--- src/rtl/bhm_pkg.sv ---
package bhm_pkg;

   typedef enum logic [1:0] {
      ST_NORMAL = 2'b00,
      ST_POS    = 2'b01,
      ST_NEG    = 2'b10,
      ST_FAULT  = 2'b11
   } bhm_status_e;

   // what a finished run means to the status logic
   typedef enum logic [2:0] {
      EV_NONE  = 3'd0,
      EV_SHORT = 3'd1,
      EV_CLIP  = 3'd2,
      EV_MARK  = 3'd3,
      EV_HOLD  = 3'd4
   } bhm_event_e;

endpackage

--- src/rtl/bhm_run_tracker.sv ---
module bhm_run_tracker #(
   parameter int FAULT_LEN = 256,
   parameter int LONG_MIN  = 120,
   parameter int LEN_W     = 9
) (
   input  logic             clk,
   input  logic             rst_n,
   input  logic             bit_en,
   input  logic             bit_in,
   output logic             run_end,
   output logic [LEN_W-1:0] end_len,
   output logic             end_val,
   output logic             prev_long,
   output logic             fault_hit
);

   localparam logic [LEN_W-1:0] SAT_LEN  = LEN_W'(FAULT_LEN);
   localparam logic [LEN_W-1:0] HIT_LEN  = LEN_W'(FAULT_LEN - 1);
   localparam logic [LEN_W-1:0] LONG_LEN = LEN_W'(LONG_MIN);

   logic             have_q;
   logic             last_q;
   logic             long_q;
   logic [LEN_W-1:0] len_q;
   logic             same_bit;

   assign same_bit  = have_q && (bit_in == last_q);
   assign run_end   = bit_en && have_q && (bit_in != last_q);
   assign fault_hit = bit_en && same_bit && bit_in && (len_q == HIT_LEN);
   assign end_len   = len_q;
   assign end_val   = last_q;
   assign prev_long = long_q;

   always_ff @(posedge clk) begin
      if (!rst_n) begin
         have_q <= 1'b0;
         last_q <= 1'b0;
         long_q <= 1'b0;
         len_q  <= '0;
      end else if (bit_en) begin
         have_q <= 1'b1;
         last_q <= bit_in;
         if (run_end) begin
            len_q  <= LEN_W'(1);
            long_q <= (len_q >= LONG_LEN);
         end else if (!have_q) begin
            len_q  <= LEN_W'(1);
         end else if (len_q != SAT_LEN) begin
            len_q  <= len_q + LEN_W'(1);
         end
      end
   end

endmodule

--- src/rtl/bhm_run_classifier.sv ---
module bhm_run_classifier
   import bhm_pkg::*;
#(
   parameter int CLIP_RUN   = 127,
   parameter int NORMAL_MAX = 120,
   parameter int LEN_W      = 9
) (
   input  logic             run_end,
   input  logic [LEN_W-1:0] end_len,
   input  logic             prev_long,
   output bhm_event_e       kind
);

   localparam logic [LEN_W-1:0] CLIP_LEN  = LEN_W'(CLIP_RUN);
   localparam logic [LEN_W-1:0] SHORT_LIM = LEN_W'(NORMAL_MAX);
   localparam logic [LEN_W-1:0] ONE_LEN   = LEN_W'(1);

   always_comb begin
      if (!run_end)
         kind = EV_NONE;
      else if (end_len == CLIP_LEN)
         kind = EV_CLIP;
      else if (end_len == ONE_LEN && prev_long)
         kind = EV_MARK;
      else if (end_len < SHORT_LIM)
         kind = EV_SHORT;
      else
         kind = EV_HOLD;
   end

endmodule

--- src/rtl/bhm_clip_confirm.sv ---
module bhm_clip_confirm
   import bhm_pkg::*;
#(
   parameter int CONFIRM = 2,
   parameter int CNT_W   = 2
) (
   input  logic       clk,
   input  logic       rst_n,
   input  bhm_event_e kind,
   input  logic       end_val,
   output logic       clip_hit,
   output logic       hit_pos
);

   localparam logic [CNT_W-1:0] CNT_MAX = CNT_W'(CONFIRM);

   logic [CNT_W-1:0] cnt_q;
   logic             pol_q;
   logic [CNT_W-1:0] cnt_nxt;
   logic             pol_nxt;

   always_comb begin
      cnt_nxt = cnt_q;
      pol_nxt = pol_q;
      case (kind)
         EV_CLIP: begin
            if (cnt_q != '0 && pol_q == end_val)
               cnt_nxt = (cnt_q == CNT_MAX) ? CNT_MAX : cnt_q + CNT_W'(1);
            else
               cnt_nxt = CNT_W'(1);
            pol_nxt = end_val;
         end
         EV_SHORT, EV_HOLD: cnt_nxt = '0;
         default: ;
      endcase
   end

   assign clip_hit = (kind == EV_CLIP) && (cnt_nxt >= CNT_MAX);
   assign hit_pos  = end_val;

   always_ff @(posedge clk) begin
      if (!rst_n) begin
         cnt_q <= '0;
         pol_q <= 1'b0;
      end else begin
         cnt_q <= cnt_nxt;
         pol_q <= pol_nxt;
      end
   end

endmodule

--- src/rtl/bhm_status_fsm.sv ---
module bhm_status_fsm
   import bhm_pkg::*;
(
   input  logic        clk,
   input  logic        rst_n,
   input  logic        fault_hit,
   input  logic        clip_hit,
   input  logic        hit_pos,
   input  bhm_event_e  kind,
   output bhm_status_e status,
   output logic        status_vld
);

   bhm_status_e st_q;
   bhm_status_e st_nxt;
   logic        vld_q;

   always_comb begin
      st_nxt = st_q;
      if (fault_hit)
         st_nxt = ST_FAULT;
      else if (clip_hit)
         st_nxt = hit_pos ? ST_POS : ST_NEG;
      else if (kind == EV_SHORT)
         st_nxt = ST_NORMAL;
   end

   always_ff @(posedge clk) begin
      if (!rst_n) begin
         st_q  <= ST_NORMAL;
         vld_q <= 1'b0;
      end else begin
         st_q  <= st_nxt;
         vld_q <= (st_nxt != st_q);
      end
   end

   assign status     = st_q;
   assign status_vld = vld_q;

endmodule

--- src/rtl/bitstream_health_mon.sv ---
module bitstream_health_mon
   import bhm_pkg::*;
#(
   parameter int PERIOD     = 128,
   parameter int CONFIRM    = 2,
   parameter int FAULT_LEN  = 256,
   parameter int NORMAL_MAX = 120
) (
   input  logic       clk,
   input  logic       rst_n,
   input  logic       bit_en,
   input  logic       bit_in,
   output logic [1:0] status,
   output logic       status_vld
);

   localparam int CLIP_RUN = PERIOD - 1;
   localparam int LEN_W    = $clog2(FAULT_LEN + 1);
   localparam int CNT_W    = $clog2(CONFIRM + 1);

   if (CONFIRM < 1) begin : g_bad_confirm
      $error("CONFIRM must be at least 1");
   end
   if (NORMAL_MAX < 2 || NORMAL_MAX > CLIP_RUN) begin : g_bad_short
      $error("NORMAL_MAX must lie in 2..PERIOD-1");
   end
   if (FAULT_LEN <= PERIOD) begin : g_bad_fault
      $error("FAULT_LEN must exceed PERIOD");
   end

   logic             run_end;
   logic [LEN_W-1:0] end_len;
   logic             end_val;
   logic             prev_long;
   logic             fault_hit;
   logic             clip_hit;
   logic             hit_pos;
   bhm_event_e       kind;
   bhm_status_e      st;

   bhm_run_tracker #(
      .FAULT_LEN (FAULT_LEN),
      .LONG_MIN  (NORMAL_MAX),
      .LEN_W     (LEN_W)
   ) u_track (
      .clk       (clk),
      .rst_n     (rst_n),
      .bit_en    (bit_en),
      .bit_in    (bit_in),
      .run_end   (run_end),
      .end_len   (end_len),
      .end_val   (end_val),
      .prev_long (prev_long),
      .fault_hit (fault_hit)
   );

   bhm_run_classifier #(
      .CLIP_RUN   (CLIP_RUN),
      .NORMAL_MAX (NORMAL_MAX),
      .LEN_W      (LEN_W)
   ) u_class (
      .run_end   (run_end),
      .end_len   (end_len),
      .prev_long (prev_long),
      .kind      (kind)
   );

   bhm_clip_confirm #(
      .CONFIRM (CONFIRM),
      .CNT_W   (CNT_W)
   ) u_clip (
      .clk      (clk),
      .rst_n    (rst_n),
      .kind     (kind),
      .end_val  (end_val),
      .clip_hit (clip_hit),
      .hit_pos  (hit_pos)
   );

   bhm_status_fsm u_fsm (
      .clk        (clk),
      .rst_n      (rst_n),
      .fault_hit  (fault_hit),
      .clip_hit   (clip_hit),
      .hit_pos    (hit_pos),
      .kind       (kind),
      .status     (st),
      .status_vld (status_vld)
   );

   assign status = st;

endmodule

--- config.mk ---
export PLATFORM = sky130hd
export DESIGN_NAME = bitstream_health_mon
export DESIGN_NICKNAME = d
export VERILOG_FILES = /design/src/rtl/bhm_pkg.sv /design/src/rtl/bhm_run_tracker.sv /design/src/rtl/bhm_run_classifier.sv /design/src/rtl/bhm_clip_confirm.sv /design/src/rtl/bhm_status_fsm.sv /design/src/rtl/bitstream_health_mon.sv
export SDC_FILE = /design/constraint.sdc
export NUM_CORES = 1
export LEC_CHECK = 0
export BUFFER_PORTS_ARGS = -buffer_cell sky130_fd_sc_hd__buf_4
export CORE_ASPECT_RATIO = 0.6
export CORE_MARGIN = 4
export CORE_UTILIZATION = 30
export DETAILED_ROUTE_END_ITERATION = 16
export GPL_TIMING_DRIVEN = 0
export RECOVER_POWER = 25
export SKIP_LAST_GASP = 1
export SLEW_MARGIN = 30
export SYNTH_ARGS = -nofsm -noshare
export SYNTH_HDL_FRONTEND = slang
export SYNTH_HIERARCHICAL = 1
export SYNTH_SLANG_ARGS = --single-unit
--- constraint.sdc ---
create_clock -name clk -period 4 [get_ports clk]
set_input_delay 0.2 -clock clk [delete_from_list [all_inputs] [get_ports clk]]
set_output_delay 0.2 -clock clk [all_outputs]
set_load 0.005 [all_outputs]
======== Yosys cells after proc, flatten, opt, wreduce, memory -nomap -nowiden ========
Cells that the tools add are included.
Widths: inputs -> output; s select.
storage, ports and cells
  bits in registers ....................... 18
  input bits .............................. 4
  output and inout bits ................... 3
  logic and storage cells ................. 53
operators by class
  add/subtract/negate cells ............... 2
  order comparisons ....................... 3
  equal/unequal tests ..................... 13
  multiplexer cells ....................... 14
  reductions and logical operators ........ 13
operators with widths
  operator             count
  $mux 9               3
  $mux 2               6
  $mux 3               4
  $add 9x1->9 const B  1
  $eq 9x1->1 const B   1
  $eq 9x7->1 const B   1
  $eq 9x8->1 const B   1
  $ge 9x7->1 const B   1
  $logic_and 1x1->1    9
  $lt 9x7->1 const B   1
  $ne 9x9->1 const B   1
  $pmux 2 s2           1
  $reduce_and 2->1     2
  $eq 3x1->1 const B   1
  $eq 3x2->1 const B   1
  $eq 3x3->1 const B   1
  $ne 3x2->1 const B   1
  $add 2x1->2 const B  1
  $eq 1x1->1           2
  $eq 2x2->1 const B   1
  $ge 2x2->1 const B   1
  $ne 2x2->1           1
  $reduce_bool 2->1    1
  $reduce_or 2->1      1
  $ne 1x1->1           1

======== Logic depth before layout (Yosys ltp) ========
  depth in word-level cells ............... 13
  gate-level depth with buffers ........... 10
  gate-level depth less buffers ........... 9

======== By module ========
The synthesis kept the hierarchy.
by module, submodules not included
  module              times used  cells an instance  area each (µm²)  sequential area each (µm²)
  bhm_run_tracker     1           83                 700.7            240.2
  bhm_clip_confirm    1           22                 192.7            60.1
  bhm_status_fsm      1           18                 170.2            60.1
  bhm_run_classifier  1           10                 68.8             0.0

======== Worst setup path after synthesis ========
No wires, ideal clock.
  path type ............................... register -> register
  start ................................... reg u_track.len_q[6] (netlist: u_track/end_len[6])
  end ..................................... reg u_fsm.vld_q (netlist: u_fsm/status_vld)
  setup time .............................. 0.131 ns
  data arrival time ....................... 2.705 ns
  data required time ...................... 3.869 ns
  path slack .............................. 1.164 ns
  cell stages (with the launch flop) ...... 10
  path buffers ............................ 0
  clock period less this slack ............ 2.836 ns
  cell sequence ........................... dfxtp_1 -> or4b_1 -> o22ai_1 -> and3_1 -> or3b_4 -> or3_4 -> nor2_1 -> nor4b_1 -> a21o_1 -> a221oi_2
on the way
  cells in the longest elaborated chain, start to end .. 13
  elaborated cells between the ends (all ways) .. 21
  those cells by class .................... 2 x order compare; 7 x eq/ne; 8 x mux; 4 x reduce/logical
ends and longest elaborated chain
  element                                   RTL line                    RTL
  start: declaration                        bhm_run_tracker.sv:24       logic [LEN_W-1:0] len_q;
  start signal: assignment                  bhm_run_tracker.sv:49       len_q <= len_q + LEN_W'(1);
  $eq 9x1->1                                bhm_run_classifier.sv:23    else if (end_len == ONE_LEN && prev_long)
  $logic_and 1x1->1                         bhm_run_classifier.sv:23
  $mux 3                                    bhm_run_classifier.sv:23
  $mux 3 *                                  bhm_run_classifier.sv:21    else if (end_len == CLIP_LEN)
  $mux 3 *                                  bhm_run_classifier.sv:19    if (!run_end)
  net kind[1]                               bitstream_health_mon.sv:38  bhm_event_e kind;
  $eq 3x1->1 or $eq 3x3->1 (tied branches)  bhm_clip_confirm.sv:25      case (kind)
  $reduce_or 2->1                           bhm_clip_confirm.sv:25
  $pmux 2 s2                                bhm_clip_confirm.sv:25
  $ge 2x2->1                                bhm_clip_confirm.sv:38      assign clip_hit = (kind == EV_CLIP) && (cnt_nxt >= CNT_MAX);
  $logic_and 1x1->1 *                       bhm_clip_confirm.sv:38
  net clip_hit                              bitstream_health_mon.sv:36  logic clip_hit;
  $mux 2 *                                  bhm_status_fsm.sv:22        else if (clip_hit)
  $mux 2 *                                  bhm_status_fsm.sv:20        if (fault_hit)
  $ne 2x2->1 *                              bhm_status_fsm.sv:34        vld_q <= (st_nxt != st_q);
  end signal: assignment                    bhm_status_fsm.sv:34
  end: declaration                          bhm_status_fsm.sv:16        logic vld_q;
Mark *: on every way through the listed nets, which the timed path passes. The rest lies on a longest branch.
A chain may end at the register's enable or synchronous reset.

======== Worst setup path after layout ========
Ends and elaborated chain as after synthesis.

==> impl_metrics.json <==
{
  "fin_cells": 186,
  "postCtsHoldBufs": 0,
  "core_sq_um": 3440,
  "internal-power_mw": 0.262,
  "pwr-share-clk_pct": 37.6,
  "p_sw_share_pct": 24.5,
  "switching_power_mw": 0.0851,
  "worstHoldPathCells": 2,
  "overflow": 0,
  "final.min_clock_period_ps": 3210,
  "place.gp.congestion": 0.886,
  "placed_cells": 183,
  "drt-wirelength-per-cell_um": 13.8,
  "async_flop_share_pct": 0,
  "drc": 0,
  "crit_fanout": 8,
  "die-area_sq_um": 4850,
  "grt_pass1_wl_mm": 4.42,
  "fmax_mhz": 312,
  "ant_nets": 0,
  "use_met1_pct": 16.7,
  "cp-end-kind": "flop",
  "ctsResizeCount": 0,
  "cts_buffers": 3,
  "grt_pass1_vias": 930,
  "cts_root_buf": "clkbuf_8",
  "dr.first_iter.drc_count": 94,
  "synth_seq_area_share_pct": 31.8,
  "antenna_found_initial": 0,
  "die_w_um": 87.3,
  "cap_violations": 0,
  "diodes": 0,
  "wirelength_mm": 2.57,
  "slew_headroom_pct": 66.4,
  "synth_flop_cell": "dfxtp_1",
  "start_util_pct": 32.9,
  "totalNegativeSetupSlack_ps": 0,
  "drive_gt1_share_pct": 16.3,
  "slew_viol_final": 0,
  "clk_pin_slew_ps": 70,
  "power_frac_comb_pct": 8.7,
  "seqPwrFrac_pct": 53.7,
  "power_density_nw_per_um2": 274,
  "nFillCells": 361,
  "synth.cell_area_sq_um": 1130,
  "insertion_delay_ps": 260,
  "cp-startpoint": "u_track/end_len[6]",
  "vias_per_cell": 5.37,
  "route.vias.total": 999,
  "critical_path_arrival_ps": 3340,
  "cts_tree": "done",
  "vdd_ir_drop_max_mv": 0.170,
  "track_usage_pct": 11.5,
  "clock_path_buffers": 2,
  "cts.sinks": 18,
  "ys_ff_latch": 18,
  "synth_edf_count": 0,
  "grt_max_degree": 11,
  "clock_skew_ps": 6.26,
  "setup_viol": 0,
  "avgSynthCellArea_sq_um": 8.51,
  "worst_pin_slew_ps": 504,
  "finalHoldViolCount": 0,
  "io_pins": 7,
  "port_buffers": 5,
  "multi_input_area_sq_um": 721,
  "grt_use_met3_pct": 3.99,
  "syn-num-nets": 141,
  "die_h_um": 55.6,
  "rows": 16,
  "rr_endpoint": "u_fsm/status_vld",
  "synth_cell_type_count": 48,
  "hold_path.class": "primary input to flop",
  "synthCells": 133,
  "rrSetupSlack_ps": 790,
  "cts_setup_buffers": 0,
  "r2r_start": "u_track/end_len[6]",
  "rsz0062_at_grt": "no",
  "ys_warn_count": 6,
  "ff_latch_area_sq_um": 360,
  "cp-endpoint": "u_fsm/status_vld",
  "drtPass1Iterations": 4,
  "path_class": "flop to flop",
  "power_leakage_nw": 0.463,
  "area_growth_pct": 11.9,
  "startpoint_type": "flop",
  "finalCritPeriodShare_pct": 80.2,
  "place_hpwl_mm": 1.96,
  "utilization_pct": 36.8,
  "cp.required_ps": 4140,
  "cts-htree-levels": 1,
  "grt_use_met2_pct": 15.9,
  "reg2reg_depth": 9,
  "status": "finished, final reports clean",
  "grt-busiest-layer": "met1",
  "fin_nets": 151
}
## placed cells by master, fill, tap and decap left out, drive strengths merged, types with 2 or more instances in the layout
master / Yosys / routed
and3: 7 / 7
clkbuf: 0 / 6
o21a: 3 / 3
nor2: 7 / 7
nor3b: 2 / 2
xor2: 2 / 2
a211oi: 2 / 2
inv: 9 / 9
o31ai: 2 / 2
or3: 2 / 2
o31a: 2 / 2
and2: 2 / 2
a21oi: 5 / 5
buf: 3 / 5
nor2b: 5 / 5
mux2i: 2 / 2
ha: 4 / 4
xnor2: 2 / 2
o211ai: 2 / 2
nand2: 13 / 13
nand4: 2 / 2
nand3: 12 / 12
dfxtp: 18 / 18
or4b: 2 / 2
o21ai: 8 / 8
o22ai: 2 / 2
## layout make-up
type | instances | area share, %
Timing Repair Buffer | 5 | 2.96
Inverter | 9 | 2.67
Buffer | 3 | 1.38
Multi-Input combinational cell | 103 | 56.9
Tap cell | 45 | 4.44
Clock buffer | 3 | 3.26
Sequential cell | 18 | 28.4
## cell usage after synthesis, types with 2 or more instances
library cell	count	area share (%)
o31ai_1	2	1.3
and2_1	2	1.1
o31a_1	2	1.5
o21ai_1	5	2.2
o21a_1	3	2.0
xor2_1	2	1.5
xnor2_1	2	1.5
o21ai_0	3	1.3
nand4_1	2	1.1
nor2_1	6	2.0
dfxtp_1	18	32
nand3_1	11	4.9
inv_1	9	3.0
ha_1	4	4.4
and3_1	7	3.9
a211oi_1	2	1.3
mux2i_1	2	1.8
or4b_1	2	1.8
nor2b_1	5	2.8
nand2_1	12	4.0
buf_2	2	0.88
a21oi_1	4	1.8
## registers in the layout (all words and copies together) (netlist names)
name / count
u_track/end_val: 1
u_clip/pol_q: 1
u_track/prev_long: 1
u_fsm/status_vld: 1
u_track/have_q: 1
u_fsm/status: 2
u_clip/cnt_q: 2
u_track/end_len: 9
## per-layer routing
| layer | up-vias | wire length, um | part of all wire (%) |
|---|---|---|---|
| met1 | 456 | 1350 | 53 |
| met4 | 0 | 8 | 0.31 |
| met3 | 2 | 193 | 7.5 |
| li1 | 511 | - | - |
| met2 | 30 | 1010 | 39 |
| met5 | - | 0 | 0 |
## worst max-delay path, stage by stage, from the launching register on
cell	delay (ps)
dfxtp_1	380
or4b_1	560
o22ai_1	210
and3_1	280
or3b_4	420
or3_4	380
nor2_1	360
nor4b_1	310
a21o_1	140
a221oi_2	50
## cells by family (layout without fill, tap and decap cells)
group	Yosys count	after routing	share of synthesized area, %
flops	18	18	31.8
simple gates	60	60	32.5
compound gates	33	33	21.9
mux	2	2	1.77
fa+ha+maj	4	4	4.42
buf+inv	12	20	4.53
xor+xnor	4	4	3.09
## through the flow
step	instance area, sq um	hold slack [ps]	power (mW)	worst slack (ps)
after floorplan	1130	322	0.212	1160
after global placement	1230	481	0.220	965
after detailed placement	1230	488	0.221	869
after CTS	1270	216	0.355	849
after global routing	1270	234	0.363	662
final	1270	223	0.347	793
## power by group through the flow
| stage | registers, mW | clock network, mW | logic [mW] |
|---|---|---|---|
| after CTS | 0.186 | 0.138 | 0.0303 |
| after floorplan | 0.189 | 0 | 0.0226 |
| after detailed placement | 0.190 | 0 | 0.0302 |
| final | 0.186 | 0.130 | 0.0302 |
| after global routing | 0.187 | 0.142 | 0.0336 |
| after global placement | 0.190 | 0 | 0.0296 |
## worst min path at each step
stage | to | slack, ps | start
2_1_floorplan | u_fsm/status[0] | 320 | rst_n
3_3_place_gp | u_clip/cnt_q[1] | 480 | u_clip/cnt_q[1]
3_5_place_dp | u_fsm/status[0] | 490 | rst_n
4_1_cts | u_fsm/status[0] | 220 | rst_n
5_1_grt | u_fsm/status[0] | 230 | rst_n
6_report | u_fsm/status[0] | 220 | rst_n
Note: power is estimated with default switching activity, not from simulation.
